[src/rtl/pwm_gate_pkg.sv]
package pwm_gate_pkg;
  localparam int NUM_FLT = 3;
  typedef enum int {
    FLT_OVERTEMP = 0,
    FLT_SHUTDOWN = 1,
    FLT_UNDERVOLT = 2
  } flt_idx_e;
endpackage

[src/rtl/pwm_ramp_osc.sv]
module pwm_ramp_osc #(
  parameter int PERIOD    = 1000,
  parameter int PULSE_CYC = 10
) (
  input  logic                        clk,
  input  logic                        rst,
  output logic [$clog2(PERIOD)-1:0]   ramp_o,
  output logic                        pulse_o
);
  localparam int CW = $clog2(PERIOD);
  localparam logic [CW-1:0] LAST = CW'(PERIOD - 1);
  localparam logic [CW-1:0] PW   = CW'(PULSE_CYC);

  logic [CW-1:0] cnt_q;

  always_ff @(posedge clk) begin
    if (rst)                cnt_q <= '0;
    else if (cnt_q == LAST) cnt_q <= '0;
    else                    cnt_q <= cnt_q + 1'b1;
  end

  assign ramp_o  = cnt_q;
  assign pulse_o = (cnt_q < PW);

  // wrap to zero after the last count
  p_wrap_r1: assert property (@(posedge clk) disable iff (rst)
    (cnt_q == LAST) |=> (cnt_q == '0));
  // single step otherwise
  p_step_r1: assert property (@(posedge clk) disable iff (rst)
    (cnt_q != LAST) |=> (cnt_q == $past(cnt_q) + 1'b1));
endmodule

[src/rtl/pwm_fault_sync.sv]
module pwm_fault_sync #(
  parameter int N = 3
) (
  input  logic         clk,
  input  logic         rst,
  input  logic [N-1:0] flt_i,
  output logic         any_o
);
  logic [N-1:0] s1_q, s2_q;

  for (genvar i = 0; i < N; i++) begin : g_sync
    always_ff @(posedge clk) begin
      if (rst) begin
        s1_q[i] <= 1'b1;
        s2_q[i] <= 1'b1;
      end else begin
        s1_q[i] <= flt_i[i];
        s2_q[i] <= s1_q[i];
      end
    end
  end

  assign any_o = |s2_q;

  // a fault seen two edges ago reaches the combined output
  p_sync_r7: assert property (@(posedge clk) disable iff (rst)
    (|$past(flt_i, 2)) |-> any_o);
endmodule

[src/rtl/pwm_off_latch.sv]
module pwm_off_latch #(
  parameter int PERIOD    = 1000,
  parameter int PULSE_CYC = 10,
  parameter int BLANK_CYC = 20
) (
  input  logic                        clk,
  input  logic                        rst,
  input  logic [$clog2(PERIOD)-1:0]   ramp_i,
  input  logic                        pulse_i,
  input  logic                        trip_i,
  output logic                        off_o
);
  localparam int CW = $clog2(PERIOD);
  localparam logic [CW-1:0] BLK_LO = CW'(PULSE_CYC);
  localparam logic [CW-1:0] BLK_HI = CW'(PULSE_CYC + BLANK_CYC);

  logic blank, set_w, off_q;

  assign blank = (ramp_i >= BLK_LO) && (ramp_i < BLK_HI);
  assign set_w = trip_i && !blank;

  always_ff @(posedge clk) begin
    if (rst)          off_q <= 1'b0;
    else if (set_w)   off_q <= 1'b1;
    else if (pulse_i) off_q <= 1'b0;
  end

  assign off_o = off_q;

  // set wins over reset
  p_setdom_r6: assert property (@(posedge clk) disable iff (rst)
    (trip_i && pulse_i) |=> off_q);
  // latch cannot change inside the blanking window
  p_blank_r5: assert property (@(posedge clk) disable iff (rst)
    blank |=> (off_q == $past(off_q)));
endmodule

[src/rtl/pwm_gate_ctrl.sv]
module pwm_gate_ctrl #(
  parameter int PERIOD    = 1000,
  parameter int PULSE_CYC = 10,
  parameter int BLANK_CYC = 20
) (
  input  logic                        clk,
  input  logic                        rst,
  input  logic                        trip_i,
  input  logic                        ot_n_i,
  input  logic                        shdn_i,
  input  logic                        uvlo_i,
  output logic                        gate_en_o,
  output logic                        osc_pulse_o,
  output logic [$clog2(PERIOD)-1:0]   ramp_o
);
  import pwm_gate_pkg::*;
  localparam int CW = $clog2(PERIOD);
  localparam logic [CW-1:0] ON_START = CW'(PULSE_CYC + 1);

  logic [CW-1:0]      ramp;
  logic               pulse, off, fault_s, hold_q, gate_q;
  logic [NUM_FLT-1:0] flt_raw;

  pwm_ramp_osc #(.PERIOD(PERIOD), .PULSE_CYC(PULSE_CYC)) u_osc (
    .clk(clk), .rst(rst), .ramp_o(ramp), .pulse_o(pulse));

  assign flt_raw[FLT_OVERTEMP]  = ~ot_n_i;
  assign flt_raw[FLT_SHUTDOWN]  = shdn_i;
  assign flt_raw[FLT_UNDERVOLT] = uvlo_i;

  pwm_fault_sync #(.N(NUM_FLT)) u_sync (
    .clk(clk), .rst(rst), .flt_i(flt_raw), .any_o(fault_s));

  pwm_off_latch #(.PERIOD(PERIOD), .PULSE_CYC(PULSE_CYC), .BLANK_CYC(BLANK_CYC)) u_latch (
    .clk(clk), .rst(rst), .ramp_i(ramp), .pulse_i(pulse), .trip_i(trip_i), .off_o(off));

  // fault hold: released only while the oscillator pulse is active
  always_ff @(posedge clk) begin
    if (rst)          hold_q <= 1'b1;
    else if (fault_s) hold_q <= 1'b1;
    else if (pulse)   hold_q <= 1'b0;
  end

  always_ff @(posedge clk) begin
    if (rst) gate_q <= 1'b0;
    else     gate_q <= ~(off | pulse | hold_q);
  end

  assign gate_en_o   = gate_q;
  assign osc_pulse_o = pulse;
  assign ramp_o      = ramp;

  // pulse forces the gate low on the following cycle
  p_pulse_low_r2: assert property (@(posedge clk) disable iff (rst)
    pulse |=> !gate_q);
  // an active fault hold keeps the gate low
  p_fault_low_r7: assert property (@(posedge clk) disable iff (rst)
    hold_q |=> !gate_q);
  // turn-on happens only at the fixed on-time start
  p_turn_on_r8: assert property (@(posedge clk) disable iff (rst)
    $rose(gate_q) |-> (ramp == ON_START));
  // a set latch turns the gate off on the next cycle
  p_off_low_r4: assert property (@(posedge clk) disable iff (rst)
    off |=> !gate_q);
endmodule

[config.mk]
export PLATFORM = sky130hd
export DESIGN_NAME = pwm_gate_ctrl
export DESIGN_NICKNAME = d
export VERILOG_FILES = /design/src/rtl/pwm_gate_pkg.sv /design/src/rtl/pwm_ramp_osc.sv /design/src/rtl/pwm_fault_sync.sv /design/src/rtl/pwm_off_latch.sv /design/src/rtl/pwm_gate_ctrl.sv
export SDC_FILE = /design/constraint.sdc
export NUM_CORES = 1
export LEC_CHECK = 0
export ABC_AREA = 1
export BUFFER_PORTS_ARGS = -buffer_cell sky130_fd_sc_hd__buf_4
export CORE_MARGIN = 2
export CORE_UTILIZATION = 35
export DETAILED_ROUTE_END_ITERATION = 16
export SLEW_MARGIN = 25
export SYNTH_ARGS = -nofsm -noshare
export SYNTH_HDL_FRONTEND = slang
export SYNTH_SLANG_ARGS = --single-unit
[constraint.sdc]
create_clock -name clk -period 1.5 [get_ports clk]
set_clock_uncertainty 0.15 [all_clocks]
set_input_delay 0.15 -clock clk [delete_from_list [all_inputs] [get_ports clk]]
set_output_delay 0.15 -clock clk [all_outputs]
set_load 0.01 [all_outputs]
==> metrics.md, run 1 <==
| Metric | Value |
|---|---|
| Max Cap Viol | `0` |
| Final period util | `between 90 and 100%` |
| Leak Pwr | `roughly 0.45 nW` |
| Synthesized area per cell | `8.615 µm²` |
| Ys Warns | `0` |
| Largest net degree at the start of global routing | `11` |
| R2r startpoint | `u_osc.ramp_o[5]` |
| First-pass GRT wire length | `roughly 2.5 mm` |
| Routed vias/inst | `4.623` |
| R2R Path End | `u_osc.ramp_o[8]` |
| Cell Count, Final, Fillers Out | `146` |
| Initial core utilization | `37.82%` |
| Setup TNS | `0 ps` |
| Number of port buffers | `17` |
| Layout cell share with drive strength beyond 1 | `45.38%` |
| Status | `finished, final reports clean` |
| CP arrival | `1150 ps` |
| Pwr/cell area | `786.0 nW/µm²` |
| Vias | `675` |
| Final Hold Fails | `0` |
| Commonest non-fill, non-tap cell in the layout | `buf_4` |
| DRC | `0` |
| Gate power share | `~7%` |
| Hold_sp | `u_sync.s1_q[1]` |
| F_max | `between 600 and 700 MHz` |
| Sw frac | `22.20%` |
| GPL Wtd Cong | `0.8784` |
| Hold Slack | `270.4 ps` |
| Relative slew margins | `81.51%` |
| I/O pins | `18` |
| Fin crit period | `1455 ps` |
| CTS Root Cell | `clkbuf_4` |
| Max Root-Sink Buffers | `2` |
| CTS Buf Count | `3` |
| Hold Crit Endpoint | `u_sync.s2_q[1]` |
| Num Clock Sinks | `19` |
| Synth area leaders | `dfxtp_1 51%, nand2_1 6.5%, nor2_1 6.5%` |
| Placed cells | `about 130` |
| DR pass1 iterations | `4` |
| Worst-path clk slew | `100 ps` |
| CTS tree | `built` |
| Max Fanout on Critical Path | `4` |
| DRT iter0 DRCs | `6` |
| Final setup fails | `0` |
| Final net count | `approximately 130` |
| Initial antenna violation count | `0` |
| Endpoint class of the critical path | `output pin` |
| Worst vdd ir | `0.0004312 V` |
| Synth Cell Area | `749.5 µm²` |
| DP Wirelength | `about 1 mm` |
| Worst Tran Pin Value | `277.0 ps` |
| Clock share of power | `30.3%` |
| CP Class | `reg -> out` |
| Startpoint type of the worst setup path | `flop` |
| Share of the synthesized area in the top cell type | `approximately half` |
| Global Route Usage Sum | `a little over an eighth` |
| Cell row count | `16` |
| Die width | `50.28 µm` |
| CORE AREA | `1982 µm²` |
| DRT Wirelength | `1.519 mm` |
| Syn_nets | `94` |
| Crit path largest cell delay | `380 ps` |
| Synth Register Bits | `19` |
| Register area share after synthesis | `50.75%` |
| Synth area leader | `dfxtp_1` |
| RSZ-0062 raised after global routing | `yes` |
| Clock latency on the worst-skew pair | `300 ps` |
| Total grt overflow | `0` |
| Mean routed wirelength per cell | `10.40 µm` |
| Worst Hold Depth | `1` |
| Crit-path cells | `nor3_4, nand3_2, inv_2, buf_6` |
| Max-slew violation count | `0` |
| Worst R2R Setup Slack | `80 ps` |
| Vias in the first global route | `575` |
| Bufs and invs on worst path | `2` |
| # diodes | `0` |
| H-tree depth | `1` |
| Synth-to-Final Area Change | `43.24%` |
| Most frequent cells in the layout | `22 x buf_4, 12 x nand2_1, 12 x nor2_1, 12 x dfxtp_1` |
| Die area | `around 2500 µm²` |
| Tightest Hold Check Type | `reg -> reg` |
| Fillers | `192` |
| Cell depth of the worst flop-to-flop path | `5` |
| Mapped Cells | `87` |
| Synth unique cells | `21` |
| Final ANT Viol Nets | `0` |
| Die Ht | `between 50 and 60 µm` |
| Kind of cell adding the most delay to the critical path | `flip-flops` |
| Total net switching power | `0.0001874 W` |
| Required time of the critical path | `1200 ps` |
| Reg power frac | `62.6%` |
| Power Internal | `0.0006565 W` |
| Crit-path slowest cell | `dfxtp_4` |
power groups by stage:
stage,Combinational [W],Clock [W],Sequential [W]
after global placement,0.0000507,0,0.000541
after floorplan,0.0000216,0,0.000543
after global routing,0.0000678,0.000296,0.000530
after CTS,0.0000610,0.000267,0.000530
after detailed placement,0.0000506,0,0.000542
final,0.0000602,0.000256,0.000528
state kept, by name, indices dropped and copies added, names as in the netlist:
register / flops
u_latch.off_o: 1
hold_q: 1
u_sync.s2_q: 3
u_osc.ramp_o: 10
gate_en_o: 1
u_sync.s1_q: 3
metal layers:
layer  wire [µm]  global-route usage [%]  vias up
met5           0                       0        -
met4          72                   14.35        0
met3          56                   2.083        7
met2         711                   19.08       24
met1         678                   16.95      301
li1            -                       -      343
cells by family (layout without fill, tap and decap cells):
kind of cell             count (synthesis)  after routing  synth area share (%)
buffers and inverters                    7             39                 3.506
flip-flops                              19             19                 50.75
adder cells (fa/ha/maj)                  1              1                 1.669
XOR/XNOR                                 5              5                 5.843
AO/OA/AOI/OAI                            5              5                 3.672
AND/OR/NAND/NOR                         50             50                 34.56
through the flow:
step	area, µm²	setup WS, ps	util, %	total power, W
6_report	1074	45.20	54.17	0.0008438
5_1_grt	1074	-37.46	54.17	0.0008941
4_1_cts	1017	6.118	51.33	0.0008580
3_5_place_dp	918.4	124.6	46.34	0.0005923
3_3_place_gp	918.4	118.6	46.34	0.0005918
2_1_floorplan	749.5	192.2	-	0.0005647
worst max path at each step:
stage	slack (ps)	cells past startpoint	end	start
CTS	6	6	osc_pulse_o	u_osc.ramp_o[9]
floorplan	190	6	u_osc.ramp_o[5]	u_osc.ramp_o[1]
global placement	120	6	u_osc.ramp_o[8]	u_osc.ramp_o[1]
finish	50	4	osc_pulse_o	u_osc.ramp_o[7]
detailed placement	120	6	u_osc.ramp_o[8]	u_osc.ramp_o[1]
global route	-40	4	osc_pulse_o	u_osc.ramp_o[7]
synth_stat cells (all sizes together):
| master | number |
|---|---|
| a21oi | 3 |
| dfxtp | 19 |
| ha | 1 |
| inv | 7 |
| nand2 | 15 |
| nand3 | 7 |
| nand4 | 1 |
| nor2 | 17 |
| nor3 | 4 |
| nor4 | 1 |
| o21ai | 1 |
| o31ai | 1 |
| or2 | 5 |
| xnor2 | 1 |
| xor2 | 4 |
worst register-to-register path: stages, from the launching register on:
cell and delay [ps]:
dfxtp_1 490, nand3_1 180, nor2_2 190, nand3_2 110
nand2_4 140, a21oi_1 50
cell type report:
| cell class | instances | area (µm²) | area share (%) |
|---|---|---|---|
| sequential | 19 | 394.1 | 36.71 |
| multi-input combinational | 61 | 364.1 | 33.92 |
| timing repair buffer | 28 | 226.5 | 21.10 |
| clock buffer | 4 | 26.28 | 2.448 |
| tap | 27 | 33.78 | 3.147 |
| inverter | 7 | 28.78 | 2.681 |
what timing repair did:
| item | in CTS | in global routing |
|---|---|---|
| hold endpoints to repair | 8 | 0 |
| resized for setup | 8 | 12 |
| endpoints found under the setup margin | 1 | 11 |
| pin swaps | 1 | 1 |
| hold buffers | 5 | 0 |
| buffers inserted | 1 | 4 |
| cloned | 0 | 0 |
Note: power is estimated with default switching activity, not from simulation.
==> inputs of run 2 (changes only) <==
- SYNTH_HIERARCHICAL: not set -> 1
==> metrics.md, run 2 <==
| Metric | Value |
|---|---|
| Synthesized area per cell | `7.259 µm² (was 8.615 µm²)` |
| Largest net degree at the start of global routing | `12 (was 11)` |
| GPL Wtd Cong | `0.7630 (was 0.8784)` |
| Num Clock Sinks | `19 (unchanged)` |
| Synth area leaders | `dfxtp_1 45%, nand2_1 12%, inv_1 8.9% (was dfxtp_1 51%, nand2_1 6.5%, nor2_1 6.5%)` |
| Total grt overflow | `0 (unchanged)` |
| Max Cap Viol | `0 (unchanged)` |
| Fin crit period | `1535 ps (was 1455 ps)` |
| Final period util | `102.3% (was 96.99%)` |
| Failing checks | `negative setup slack` |
| Endpoint class of the critical path | `output pin (unchanged)` |
| Worst vdd ir | `0.0005934 V (was 0.0004312 V)` |
| Crit-path slowest cell | `dfxtp_4 (unchanged)` |
| Synth Cell Area | `842.1 µm² (was 749.5 µm²)` |
| Leak Pwr | `0.5676 nW (was 0.4506 nW)` |
| Synth unique cells | `20 (was 21)` |
| CTS Buf Count | `3 (unchanged)` |
| Worst Tran Pin Value | `235.2 ps (was 277.0 ps)` |
| Max Root-Sink Buffers | `2 (unchanged)` |
| Asr flop ratio synth | `0% (unchanged)` |
| R2R Path End | `u_latch/off_o (was u_osc.ramp_o[8])` |
| Place WS | `155.6 ps (was 124.6 ps)` |
| Final net count | `164 (was 127)` |
| CP most frequent cell | `buf_4` |
| Layout cell share with drive strength beyond 1 | `37.18% (was 45.38%)` |
| Max-slew violation count | `0 (unchanged)` |
| Cell Count, Final, Fillers Out | `184 (was 146)` |
| Crit-path cells | `buf_4, nor2_1, a211oi_2, buf_4 (was nor3_4, nand3_2, inv_2, buf_6)` |
| CP Class | `reg -> out (unchanged)` |
| Relative slew margins | `84.29% (was 81.51%)` |
| PnR worst setup slack | `-34.82 ps (was 45.20 ps)` |
| Die Ht | `53.05 µm (was 50.28 µm)` |
| Synth area leader | `dfxtp_1 (unchanged)` |
| Die width | `53.05 µm (was 50.28 µm)` |
| DRC | `0 (unchanged)` |
| DP Wirelength | `1.209 mm (was 1.008 mm)` |
| R2r startpoint | `u_osc/ramp_o[2] (was u_osc.ramp_o[5])` |
| Initial core utilization | `37.70% (was 37.82%)` |
| Synth Register Bits | `19 (unchanged)` |
| Max reg flops | `10 (unchanged)` |
| Mean routed wirelength per cell | `10.16 µm (was 10.40 µm)` |
| # diodes | `0 (unchanged)` |
| Final ANT Viol Nets | `0 (unchanged)` |
| Share of the synthesized area in the top cell type | `45.17% (was 50.75%)` |
| Worst R2R Setup Slack | `90 ps (was 80 ps)` |
| H-tree depth | `1 (unchanged)` |
| Most frequent cells in the layout | `32 x buf_4, 25 x nand2_1, 17 x nor2_1 (was 22 x buf_4, 12 x nand2_1, 12 x nor2_1, 12 x dfxtp_1)` |
| DRT Wirelength | `1.870 mm (was 1.519 mm)` |
| Tightest Hold Check Type | `reg -> reg (unchanged)` |
| Worst Hold Depth | `1 (unchanged)` |
| Crit path largest cell delay | `380 ps (about the same)` |
| Post-synth top cells | `26 x nand2_1, 20 x inv_1, 19 x dfxtp_1, 17 x nor2_1, 8 x nand3_1 (was 19 x dfxtp_1, 13 x nand2_1, 13 x nor2_1, 7 x inv_1)` |
| Main flop type after synthesis | `dfxtp_1 (unchanged)` |
| Required time of the critical path | `1200 ps (about the same)` |
| Final setup fails | `1 (was 0)` |
| Startpoint type of the worst setup path | `flop (unchanged)` |
| I/O pins | `18 (unchanged)` |
| DRT iter0 DRCs | `18 (was 6)` |
| Worst-path clk slew | `110 ps (was 100 ps)` |
| Routed vias/inst | `4.478 (was 4.623)` |
| Synth-to-Final Area Change | `44.87% (was 43.24%)` |
| DR pass1 iterations | `4 (unchanged)` |
| Register area share after synthesis | `45.17% (was 50.75%)` |
| Status | `finished with violations (was finished, final reports clean)` |
| Clock latency on the worst-skew pair | `300 ps (about the same)` |
| CTS Root Cell | `clkbuf_4 (unchanged)` |
| Number of port buffers | `17 (unchanged)` |
| Max Fanout on Critical Path | `4 (unchanged)` |
| Hold Crit Endpoint | `u_sync/s2_q[2] (was u_sync.s2_q[1])` |
| Mapped Cells | `116 (was 87)` |
| Cell row count | `17 (was 16)` |
| Cell depth of the worst flop-to-flop path | `8 (was 5)` |
| Ys Warns | `6 (was 0)` |
| Pwr/cell area | `717.2 nW/µm² (was 786.0 nW/µm²)` |
| Syn_nets | `123 (was 94)` |
| Global Route Usage Sum | `14.93% (was 13.61%)` |
| Final core utilization | `54.62% (was 54.17%)` |
| Commonest non-fill, non-tap cell in the layout | `buf_4 (unchanged)` |
| Placed cells | `166 (was 132)` |
| Most frequent cell after synthesis | `nand2_1 (was dfxtp_1)` |
| Hold_sp | `u_sync/s1_q[2] (was u_sync.s1_q[1])` |
| First-pass GRT wire length | `3.029 mm (was 2.490 mm)` |
| Final Hold Fails | `0 (unchanged)` |
| F_max | `651.5 MHz (was 687.4 MHz)` |
| CP arrival | `1230 ps (was 1150 ps)` |
| Vias | `824 (was 675)` |
| Initial antenna violation count | `0 (unchanged)` |
| CORE AREA | `2233 µm² (was 1982 µm²)` |
| Post-synth EDFFs | `0 (unchanged)` |
| Die area | `2814 µm² (was 2528 µm²)` |
| Setup TNS | `-34.82 ps (was 0 ps)` |
| CTS tree | `built (unchanged)` |
| RSZ-0062 raised after global routing | `yes (unchanged)` |
| Vias in the first global route | `719 (was 575)` |
[run 2: cell types whose count changed after synthesis, sizes merged, moves of 2 or more]
cell,change
inv,+14
nand2,+12
nor3,-4
a21oi,+2
nand3,+2
[run 2: logic make-up after synthesis]
family | synth area share [%]
simple gates | 34.03
flops | 45.17
xor+xnor | 4.161
fa+ha+maj | 1.486
buf+inv | 10.25
compound gates | 4.903
[run 2: layout make-up]
type / count / area (µm²)
multi-input cells: 75 / 387.9
clock inverters: 1 / 5.005
inverters: 21 / 78.83
clock buffers: 3 / 22.52
well taps: 28 / 35.03
fillers: 219 / 1013
repair buffers: 37 / 290.3
flip-flops and latches: 19 / 400.4
[run 2: worst max-delay path by stage]
stage | from | to | slack [ps] | cells after the start
after floorplan | u_osc/ramp_o[2] | u_latch/off_o | 60 | 7
after global placement | u_osc/ramp_o[8] | osc_pulse_o | 140 | 4
after detailed placement | u_osc/ramp_o[8] | osc_pulse_o | 160 | 4
after CTS | u_osc/ramp_o[9] | osc_pulse_o | -90 | 4
after global routing | u_osc/ramp_o[8] | osc_pulse_o | -100 | 4
final | u_osc/ramp_o[2] | osc_pulse_o | -30 | 4
[run 2: where the power goes]
part / internal, W / switching, W / leakage [nW]
Sequential: 0.000514 / 0.00000738 / 0.161
Clock: 0.0000994 / 0.000163 / 0.0177
Combinational: 0.0000502 / 0.0000408 / 0.389
[run 2: per-stage QoR]
stage / cell area [µm²] / hold slack (ps) / total power, W
2_1_floorplan: 847.1 / 62.44 / 0.0005754
3_3_place_gp: 1047 / 180.9 / 0.0006118
3_5_place_dp: 1047 / 188.4 / 0.0006139
4_1_cts: 1187 / 269.9 / 0.0008819
5_1_grt: 1220 / 281.8 / 0.0009126
6_report: 1220 / 266.0 / 0.0008749
[run 2: layer usage]
layer | up-vias | wire (µm) | GRT usage, %
met2 | 27 | 914 | 22.50
met4 | 0 | 31 | 8.547
li1 | 433 | - | -
met3 | 4 | 86 | 3.672
met5 | - | 0 | 0
met1 | 360 | 836 | 19.20
[run 2: timing repair]
item                                    in CTS  in global routing
hold buffers                                 5                  0
setup buffers                                7                  2
pin swaps                                    2                  2
endpoints found under the setup margin       1                  3
gates resized for setup                      9                 11
hold endpoints to repair                     9                  0
[run 2: critical path, delay by kind of cell, from the launching register on]
family,cells,cell delay (ps)
flops,1,380
buf+inv,2,280
compound gates,1,230
simple gates,1,40
==> inputs of run 3 (changes only) <==
- CORE_ASPECT_RATIO: not set -> 1.1
- CORE_UTILIZATION: 35 -> 51
- PLACE_DENSITY: not set -> 0.81
==> metrics.md, run 3 (synthesized netlist as in run 2, its figures left out) <==
| Metric | Value |
|---|---|
| Clock share of power | `28.9% (was 30.0%)` |
| R2R Path End | `u_osc/ramp_o[5] (was u_latch/off_o)` |
| Max Fanout on Critical Path | `2 (was 4)` |
| Total net switching power | `0.0002005 W (was 0.0002112 W)` |
| RSZ-0062 raised after global routing | `yes (unchanged)` |
| Die width | `42.74 µm (was 53.05 µm)` |
| I/O pins | `18 (unchanged)` |
| Setup TNS | `-13.52 ps (was -34.82 ps)` |
| Leak Pwr | `0.5780 nW (was 0.5676 nW)` |
| CORE AREA | `1558 µm² (was 2233 µm²)` |
| Vias in the first global route | `748 (was 719)` |
| # diodes | `0 (unchanged)` |
| Hold Crit Endpoint | `u_sync/s2_q[2] (unchanged)` |
| Cell depth of the worst flop-to-flop path | `6 (was 8)` |
| H-tree depth | `1 (unchanged)` |
| Cell row count | `15 (was 17)` |
| DP Wirelength | `1.212 mm (was 1.209 mm)` |
| Fin crit period | `1514 ps (was 1535 ps)` |
| CTS tree | `built (unchanged)` |
| Max reg flops | `10 (unchanged)` |
| DRT iter0 DRCs | `19 (was 18)` |
| Synth-to-Final Area Change | `44.87% (unchanged)` |
| PnR worst setup slack | `-13.52 ps (was -34.82 ps)` |
| Max Root-Sink Buffers | `2 (unchanged)` |
| Routed vias/inst | `5.011 (was 4.478)` |
| Final ANT Viol Nets | `0 (unchanged)` |
| Final setup fails | `1 (unchanged)` |
| Initial antenna violation count | `0 (unchanged)` |
| DRT Wirelength | `2.032 mm (was 1.870 mm)` |
| Worst Hold Depth | `1 (unchanged)` |
| CTS Root Cell | `clkbuf_4 (unchanged)` |
| CP Class | `reg -> out (unchanged)` |
| Die area | `1992 µm² (was 2814 µm²)` |
| Vias | `877 (was 824)` |
| Gate power share | `10.5% (was 10.4%)` |
| Number of port buffers | `17 (unchanged)` |
| Worst Tran Pin Value | `215.5 ps (was 235.2 ps)` |
| Power Internal | `0.0006639 W (was 0.0006638 W)` |
| Num Clock Sinks | `19 (unchanged)` |
| Layout cell share with drive strength beyond 1 | `37.34% (was 37.18%)` |
| Tightest Hold Check Type | `reg -> reg (unchanged)` |
| Initial core utilization | `54.06% (was 37.70%)` |
| Status | `finished with violations (unchanged)` |
| DRC | `0 (unchanged)` |
| Die Ht | `46.62 µm (was 53.05 µm)` |
| GPL Wtd Cong | `0.8901 (was 0.7630)` |
| Sw frac | `23.20% (was 24.14%)` |
| DR pass1 iterations | `4 (unchanged)` |
| F_max | `660.7 MHz (was 651.5 MHz)` |
| Startpoint type of the worst setup path | `flop (unchanged)` |
| Global Route Usage Sum | `19.63% (was 14.93%)` |
| Mean routed wirelength per cell | `11.61 µm (was 10.16 µm)` |
| Worst-path clk slew | `100 ps (was 110 ps)` |
| Required time of the critical path | `1200 ps (about the same)` |
| Cell Count, Final, Fillers Out | `175 (was 184)` |
| Pwr/cell area | `708.6 nW/µm² (was 717.2 nW/µm²)` |
| Endpoint class of the critical path | `output pin (unchanged)` |
| Worst vdd ir | `0.0005875 V (was 0.0005934 V)` |
| Busiest grt layer | `met2 (unchanged)` |
| R2r startpoint | `u_osc/ramp_o[0] (was u_osc/ramp_o[2])` |
| Total grt overflow | `0 (unchanged)` |
| Reg power frac | `60.5% (was 59.6%)` |
| First-pass GRT wire length | `2.911 mm (was 3.029 mm)` |
| Met2 usage | `33.64% (was 22.50%)` |
| Met1 Usage GRT | `22.04% (was 19.20%)` |
| Final period util | `100.9% (was 102.3%)` |
| Hold_sp | `u_sync/s1_q[2] (unchanged)` |
| Clock latency on the worst-skew pair | `290 ps (was 300 ps)` |
| Max-slew violation count | `0 (unchanged)` |
| CP arrival | `1210 ps (was 1230 ps)` |
| Final Hold Fails | `0 (unchanged)` |
| Placed cells | `152 (was 166)` |
| Final net count | `166 (was 164)` |
| Worst R2R Setup Slack | `60 ps (was 90 ps)` |
| CTS Buf Count | `3 (unchanged)` |
| Relative slew margins | `85.58% (was 84.29%)` |
| Failing checks | `negative setup slack (unchanged)` |
| Met3 Use GR | `4.314% (was 3.672%)` |
| Commonest non-fill, non-tap cell in the layout | `buf_4 (unchanged)` |
| Most frequent cells in the layout | `34 x buf_4, 25 x nand2_1, 17 x nor2_1 (was 32 x buf_4, 25 x nand2_1, 17 x nor2_1)` |
| Largest net degree at the start of global routing | `12 (unchanged)` |
| Max Cap Viol | `0 (unchanged)` |
run 3: changes by cell type in the layout (fill, tap and decap cells not counted), sizes merged:
| cell | delta |
|---|---|
| buf | +2 |
run 3: final cells by class:
type / instances / area (µm²)
Clock buffer: 3 / 22.52
Clock inverter: 1 / 5.005
Fill cell: 111 / 337.8
Inverter: 21 / 78.83
Multi-Input combinational cell: 75 / 387.9
Sequential cell: 19 / 399.1
Tap cell: 17 / 21.27
Timing Repair Buffer: 39 / 305.3
run 3: worst max path at each step:
stage / start / endpoint / slack, ps / depth (start not counted)
4_1_cts: u_osc/ramp_o[9] / osc_pulse_o / -60 / 4
2_1_floorplan: u_osc/ramp_o[2] / u_latch/off_o / 60 / 7
6_report: u_osc/ramp_o[9] / osc_pulse_o / -10 / 4
5_1_grt: u_osc/ramp_o[2] / osc_pulse_o / -70 / 4
3_3_place_gp: u_osc/ramp_o[2] / osc_pulse_o / 160 / 3
3_5_place_dp: u_osc/ramp_o[2] / osc_pulse_o / 110 / 3
run 3: metrics by stage:
stage          cell area (µm²)  power [W]  utilization [%]  setup WS [ps]  hold WS (ps)
2_1_floorplan            847.1  0.0005754                -          58.44         62.44
3_3_place_gp              1011  0.0006075            64.90          164.5         178.9
3_5_place_dp              1011  0.0006116            64.90          112.6         185.3
4_1_cts                   1151  0.0008675            73.90         -59.15         264.9
5_1_grt                   1220  0.0009072            78.31         -66.43         271.2
6_report                  1220  0.0008644            78.31         -13.52         261.4
run 3: timing repair:
action                                  in CTS  in global routing
pin swaps                                    2                  2
cloned                                       0                  0
hold buffers                                 5                  0
endpoints found under the setup margin       1                  1
setup buffers                                7                  7
gates resized for setup                     11                  8
hold endpoints to repair                     8                  0
run 3: power by group through the flow:
stage	Combinational, W	Sequential [W]	Clock [W]
finish	0.0000911	0.000523	0.000250
CTS	0.0000806	0.000529	0.000258
floorplan	0.0000303	0.000545	0
detailed placement	0.0000698	0.000542	0
global placement	0.0000672	0.000540	0
global route	0.000101	0.000525	0.000282
run 3: routing by layer:
layer,wire length [µm],share of wire [%]
met4,29,1.4
met1,884,44
met2,1000,49
met3,118,5.8
met5,0,0
run 3: worst max-delay path, stage by stage, from the launching register on:
cell	delay, ps
dfxtp_2	350
inv_2	50
nand4_1	140
a211oi_2	220
buf_4	160
